**src/rtl/sgm_pkg.sv**
```systemverilog
package sgm_pkg;

   // Source choice for one output, two bits per output in route_mode
   typedef enum logic [1:0] {
      SRC_SILENT = 2'b00,
      SRC_RIGHT  = 2'b01,
      SRC_LEFT   = 2'b10,
      SRC_MEAN   = 2'b11
   } src_sel_e;

   localparam int NUM_CH   = 2;
   localparam int MODE_W   = 4;
   localparam int SEL_W    = MODE_W / NUM_CH;

endpackage

```
**src/rtl/sgm_gain.sv**
```systemverilog
module sgm_gain #(
   parameter int SAMPLE_W = 18,
   parameter int STEP_W   = 8
) (
   input  logic signed [SAMPLE_W-1:0] sample_i,
   input  logic        [STEP_W-1:0]   step_i,
   output logic signed [SAMPLE_W-1:0] scaled_o
);

   localparam int Y_W    = STEP_W + 1;
   localparam int PROD_W = SAMPLE_W + Y_W;
   localparam logic [Y_W-1:0] Y_UNITY = Y_W'(1) << STEP_W;

   logic [Y_W-1:0]           y_mult;
   logic signed [PROD_W-1:0] a_ext;
   logic signed [PROD_W-1:0] b_ext;
   logic signed [PROD_W-1:0] product;

   // Top step maps to an exact power of two so the gain is exactly one
   always_comb begin
      if (step_i == {STEP_W{1'b1}}) y_mult = Y_UNITY;
      else                          y_mult = {1'b0, step_i};
   end

   always_comb begin
      a_ext    = {{(PROD_W-SAMPLE_W){sample_i[SAMPLE_W-1]}}, sample_i};
      b_ext    = {{(PROD_W-Y_W){1'b0}}, y_mult};
      product  = a_ext * b_ext;
      // Dropping the low bits is an arithmetic shift right: floor division
      scaled_o = product[STEP_W +: SAMPLE_W];
   end

endmodule

```
**src/rtl/sgm_route.sv**
```systemverilog
module sgm_route
   import sgm_pkg::*;
#(
   parameter int SAMPLE_W = 18
) (
   input  logic signed [SAMPLE_W-1:0] left_i,
   input  logic signed [SAMPLE_W-1:0] right_i,
   input  logic        [SEL_W-1:0]    sel_i,
   output logic signed [SAMPLE_W-1:0] mix_o
);

   logic signed [SAMPLE_W:0] sum_wide;

   // One guard bit keeps the sum exact, then drop bit 0 for floor(sum/2)
   always_comb begin
      sum_wide = {left_i[SAMPLE_W-1], left_i} + {right_i[SAMPLE_W-1], right_i};
   end

   always_comb begin
      unique case (src_sel_e'(sel_i))
         SRC_SILENT: mix_o = '0;
         SRC_RIGHT:  mix_o = right_i;
         SRC_LEFT:   mix_o = left_i;
         SRC_MEAN:   mix_o = sum_wide[SAMPLE_W:1];
         default:    mix_o = '0;
      endcase
   end

endmodule

```
**src/rtl/sgm_out_stage.sv**
```systemverilog
module sgm_out_stage
   import sgm_pkg::*;
#(
   parameter int SAMPLE_W = 18
) (
   input  logic                       clk,
   input  logic                       rst_n,
   input  logic                       valid_i,
   input  logic                       force_zero_i,
   input  logic signed [SAMPLE_W-1:0] mix_i [NUM_CH],
   output logic                       valid_o,
   output logic signed [SAMPLE_W-1:0] data_o [NUM_CH]
);

   always_ff @(posedge clk or negedge rst_n) begin
      if (!rst_n) valid_o <= 1'b0;
      else        valid_o <= valid_i;
   end

   for (genvar ch = 0; ch < NUM_CH; ch++) begin : g_lane
      always_ff @(posedge clk or negedge rst_n) begin
         if (!rst_n)       data_o[ch] <= '0;
         else if (valid_i) data_o[ch] <= force_zero_i ? '0 : mix_i[ch];
      end
   end

endmodule

```
**src/rtl/stereo_gain_mixer.sv**
```systemverilog
module stereo_gain_mixer
   import sgm_pkg::*;
#(
   parameter int SAMPLE_W = 18,
   parameter int STEP_W   = 8
) (
   input  logic                       clk,
   input  logic                       rst_n,
   input  logic                       in_valid,
   input  logic signed [SAMPLE_W-1:0] in_left,
   input  logic signed [SAMPLE_W-1:0] in_right,
   input  logic        [STEP_W-1:0]   gain_left,
   input  logic        [STEP_W-1:0]   gain_right,
   input  logic                       gain_shared,
   input  logic        [3:0]          route_mode,
   input  logic                       soft_mute,
   input  logic                       out_disable,
   input  logic                       zero_detect_en,
   input  logic                       zero_flag,
   output logic                       out_valid,
   output logic signed [SAMPLE_W-1:0] out_left,
   output logic signed [SAMPLE_W-1:0] out_right
);

   if (SAMPLE_W < 4) begin : g_bad_sample_w
      $error("stereo_gain_mixer: SAMPLE_W must be at least 4");
   end
   if (STEP_W < 2 || STEP_W > 16) begin : g_bad_step_w
      $error("stereo_gain_mixer: STEP_W must lie in 2..16");
   end

   localparam int CH_L = 0;
   localparam int CH_R = 1;

   logic signed [SAMPLE_W-1:0] raw    [NUM_CH];
   logic        [STEP_W-1:0]   step   [NUM_CH];
   logic signed [SAMPLE_W-1:0] scaled [NUM_CH];
   logic signed [SAMPLE_W-1:0] mixed  [NUM_CH];
   logic        [SEL_W-1:0]    sel    [NUM_CH];
   logic signed [SAMPLE_W-1:0] held   [NUM_CH];
   logic                       force_zero;

   always_comb begin
      raw[CH_L]  = in_left;
      raw[CH_R]  = in_right;
      step[CH_L] = gain_left;
      step[CH_R] = gain_shared ? gain_left : gain_right;
      sel[CH_L]  = route_mode[3:2];
      sel[CH_R]  = route_mode[1:0];
      force_zero = soft_mute | out_disable | (zero_detect_en & zero_flag);
   end

   for (genvar ch = 0; ch < NUM_CH; ch++) begin : g_gain
      sgm_gain #(
         .SAMPLE_W (SAMPLE_W),
         .STEP_W   (STEP_W)
      ) u_gain (
         .sample_i (raw[ch]),
         .step_i   (step[ch]),
         .scaled_o (scaled[ch])
      );
   end

   for (genvar ch = 0; ch < NUM_CH; ch++) begin : g_route
      sgm_route #(
         .SAMPLE_W (SAMPLE_W)
      ) u_route (
         .left_i  (scaled[CH_L]),
         .right_i (scaled[CH_R]),
         .sel_i   (sel[ch]),
         .mix_o   (mixed[ch])
      );
   end

   sgm_out_stage #(
      .SAMPLE_W (SAMPLE_W)
   ) u_out (
      .clk          (clk),
      .rst_n        (rst_n),
      .valid_i      (in_valid),
      .force_zero_i (force_zero),
      .mix_i        (mixed),
      .valid_o      (out_valid),
      .data_o       (held)
   );

   assign out_left  = held[CH_L];
   assign out_right = held[CH_R];

endmodule

```
**config.mk**
```make
export PLATFORM = sky130hd
export DESIGN_NAME = stereo_gain_mixer
export DESIGN_NICKNAME = d
export VERILOG_FILES = /design/src/rtl/sgm_pkg.sv /design/src/rtl/sgm_gain.sv /design/src/rtl/sgm_route.sv /design/src/rtl/sgm_out_stage.sv /design/src/rtl/stereo_gain_mixer.sv
export SDC_FILE = /design/constraint.sdc
export NUM_CORES = 1
export LEC_CHECK = 0
export BUFFER_PORTS_ARGS = -buffer_cell sky130_fd_sc_hd__clkbuf_2
export CAP_MARGIN = 20
export CORE_UTILIZATION = 55
export CTS_CLUSTER_DIAMETER = 40
export DETAILED_ROUTE_END_ITERATION = 16
export GPL_TIMING_DRIVEN = 0
export PLACE_DENSITY = 0.74
export SLEW_MARGIN = 40
export SYNTH_ARGS = -nofsm -noshare
export SYNTH_HDL_FRONTEND = slang
export SYNTH_SLANG_ARGS = --single-unit
```
**constraint.sdc**
```tcl
create_clock -name clk -period 1.35 [get_ports clk]
set_input_delay 0.135 -clock clk [delete_from_list [all_inputs] [get_ports clk]]
set_output_delay 0.135 -clock clk [all_outputs]
set_load 0.02 [all_outputs]
```
==> results.md <==
* Tightest Hold Check Type: input pin to flip-flop
* Mapped Area at 13800 um^2
* Nets at 2163
* Number of max-cap violations at 0
* Outcome: finished with violations
* Vias per std cell at 5.76
* Most frequent CP cell: fa_1
* Drt total wl at 38.6 mm
* R2R cell count at 4
* Worst setup path end: u_out.data_o[16]
* CP delay by family, top: adder cells
* Remaining DRCs at 0
* CTS tree: done
* Clock slew at reported path FFs at 0.05 ns
* Clk_skew at 0 ns
* Max_slew headroom at 39.6%
* Fmax at 126 MHz
* Ys async rst share at 100%
* Die Span X at 161 um
* Fin. max-slew vios at 0
* Commonest non-fill, non-tap cell in the layout: inv_1
* Antenna diodes at 0
* Layout cells sized above 1 at 18.5%
* R2R Setup Slk at 0.18 ns
* GPL Wtd Cong at 0.971
* Synth Area per Inst at 8.81 um^2
* Post-synth cell types at 78
* Failing checks: negative setup slack
* Cts bufs inserted at 5
* WP depth at 40
* Area growth syn-to-layout at 17.3%
* H-tree Lvls at 2
* EDFF count, synth at 0
* Multi-input logic area at 12400 um^2
* Largest net degree at the start of global routing at 38
* Design area at 16300 um^2
* Drt pass-1 iters at 5
* #FFs+latches synth at 37
* Main synth FF type: dfrtp_1
* Clk buf depth at 2
* First-pass GRT wire length at 62.4 mm
* Setup Crit Path Kind: input pin to flip-flop
* CP bufs+invs at 10
* Worst-Skew Late Latency at 0.28 ns
* DP Worst Slack at -7.65 ns
* Register area at 926 um^2
* DP Area at 14900 um^2
* IO Pins at 101
* Post-Synthesis Cells at 1571
* RSZ-0062 raised after global routing: yes
* Warnings from Yosys at 0
* Slowest-stage cell, CP: fa_1
* Post-route ant nets at 0
* Crit path launch type: input pin
* Initial antenna violation count at 0
* CTS root buf: clkbuf_16
* Vias at 11.8k
* Row cnt at 57
* Crit path DAT at 8.13 ns
* Critical R2R Capture: u_out.data_o[16]
* FF-to-FF Start: u_out.data_o[16]
* Dpl cells at 1988
* Setup ws final at -6.62 ns
* Req. time, crit path at 1.51 ns
* Die Area at 25800 um^2
* Core area at 24500 um^2
* Gr ovfl total at 0
* Initial DRC count at 1030
* Synth Net Count at 2017
* Layout fillers at 2004
* # setup viols final at 36
* Sequential element share of the synthesized area at 6.69%
* Die height at 161 um
* Crit path launch: gain_shared
* Total track usage at 30.4%
* Number of global-route vias before repair at 12.2k
* Hold Fails Final Rpt at 0
* Clk sinks at 37
* Final Cycle Share at 590%
* Most frequent cells in the layout: inv_1 (294), fa_1 (254), nand2_1 (176)
* Initial Util at 56.4%
* WL/cell at 18.9 um
* Layout Utilization at 66.2%
* PortBufs at 93
* Element type at the critical path end: flip-flop
* CP Max Fanout at 5
* Final std cells w/o fill at 2041
* Max incr delay on CP at 0.53 ns
* Least-Margin Pin Slew at 0.902 ns
* DP HPWL at 30.8 mm
* Post-layout min period at 7.97 ns
## how the worst min path moves through the flow
stage | depth (start not counted) | end | start
finish | 1 | u_out.valid_o | in_valid
global route | 1 | u_out.valid_o | in_valid
CTS | 1 | u_out.valid_o | in_valid
detailed placement | 1 | u_out.data_o[0] | rst_n
global placement | 1 | u_out.data_o[0] | rst_n
floorplan | 0 | u_out.data_o[0] | rst_n
## logic make-up after synthesis
family	after synthesis	share of synthesized area, %
adders and majority gates	382	48.4
and+or+nand+nor	507	18.7
muxes	15	1.16
xor gates and xnor gates	63	4.17
DFF	37	6.69
buffers and inverters	360	9.88
AOI/OAI and AO/OA	207	10.9
## stage by stage
| step | hold WS, ns | setup TNS (ns) |
|---|---|---|
| 3_5_place_dp | 0.162 | -255.77 |
| 4_1_cts | 0.0855 | -219.18 |
| 3_3_place_gp | 0.300 | -255.24 |
| 2_1_floorplan | -0.161 | -208.26 |
| 6_report | 0.0908 | -219.90 |
| 5_1_grt | 0.0876 | -226.88 |
## area by class of cell
cell class,count,area share (%)
Timing Repair Buffer,147,5.87
Multi-Input combinational cell,1174,76.4
Tap cell,324,2.49
Buffer,51,1.65
Clock buffer,7,0.878
Sequential cell,37,5.70
Inverter,301,6.98
## worst reg2reg max path: stages (launching register included)
cell and delay (ns):
dfrtp_1 0.38, nor2b_1 0.16, nor2_1 0.11, o21ai_0 0.10, o31a_1 0.30
## per-layer routing
| layer | wire, um | GRT usage, % | up-vias |
|---|---|---|---|
| met2 | 18300 | 50.6 | 525 |
| met3 | 2720 | 3.33 | 69 |
| met5 | 0 | 0 | - |
| met1 | 16700 | 42.5 | 5840 |
| li1 | - | - | 5317 |
| met4 | 917 | 7.79 | 0 |
## synth_stat cells (all sizes together), types with 5 or more instances
cell type | instances | area [um^2]
ha | 125 | 1560
nor3 | 7 | 35.0
and3 | 97 | 607
a222oi | 7 | 70.1
o21ai | 34 | 178
nand4 | 7 | 43.8
a221oi | 7 | 73.8
o211ai | 6 | 45.0
fa | 257 | 5140
nor2 | 48 | 183
a221o | 10 | 100
a21oi | 40 | 200
xor2 | 28 | 253
and2 | 100 | 626
inv | 300 | 1130
clkbuf | 52 | 195
buf | 7 | 42.5
xnor2 | 35 | 325
mux2 | 5 | 60.1
nand3 | 22 | 110
dfrtp | 37 | 926
nor2b | 7 | 43.8
a31oi | 8 | 50.1
nand2 | 186 | 701
nand2b | 18 | 128
o2bb2ai | 6 | 52.6
a211oi | 7 | 52.6
a22oi | 10 | 75.1
a21o | 26 | 195
mux2i | 10 | 100
## registers in the layout, summed over array words and instances (netlist names)
register / count
u_out.data_o: 36
u_out.valid_o: 1
## what timing repair did
item | CTS | global route
hold buffers | 1 | 0
gates resized for setup | 112 | 64
hold endpoints to repair | 37 | 0
setup endpoints to repair | 36 | 36
setup buffers | 41 | 15
pin swaps | 60 | 43
Power is not shown: default switching activity piles up to over one toggle a cycle in this logic, so the estimate is an artifact.
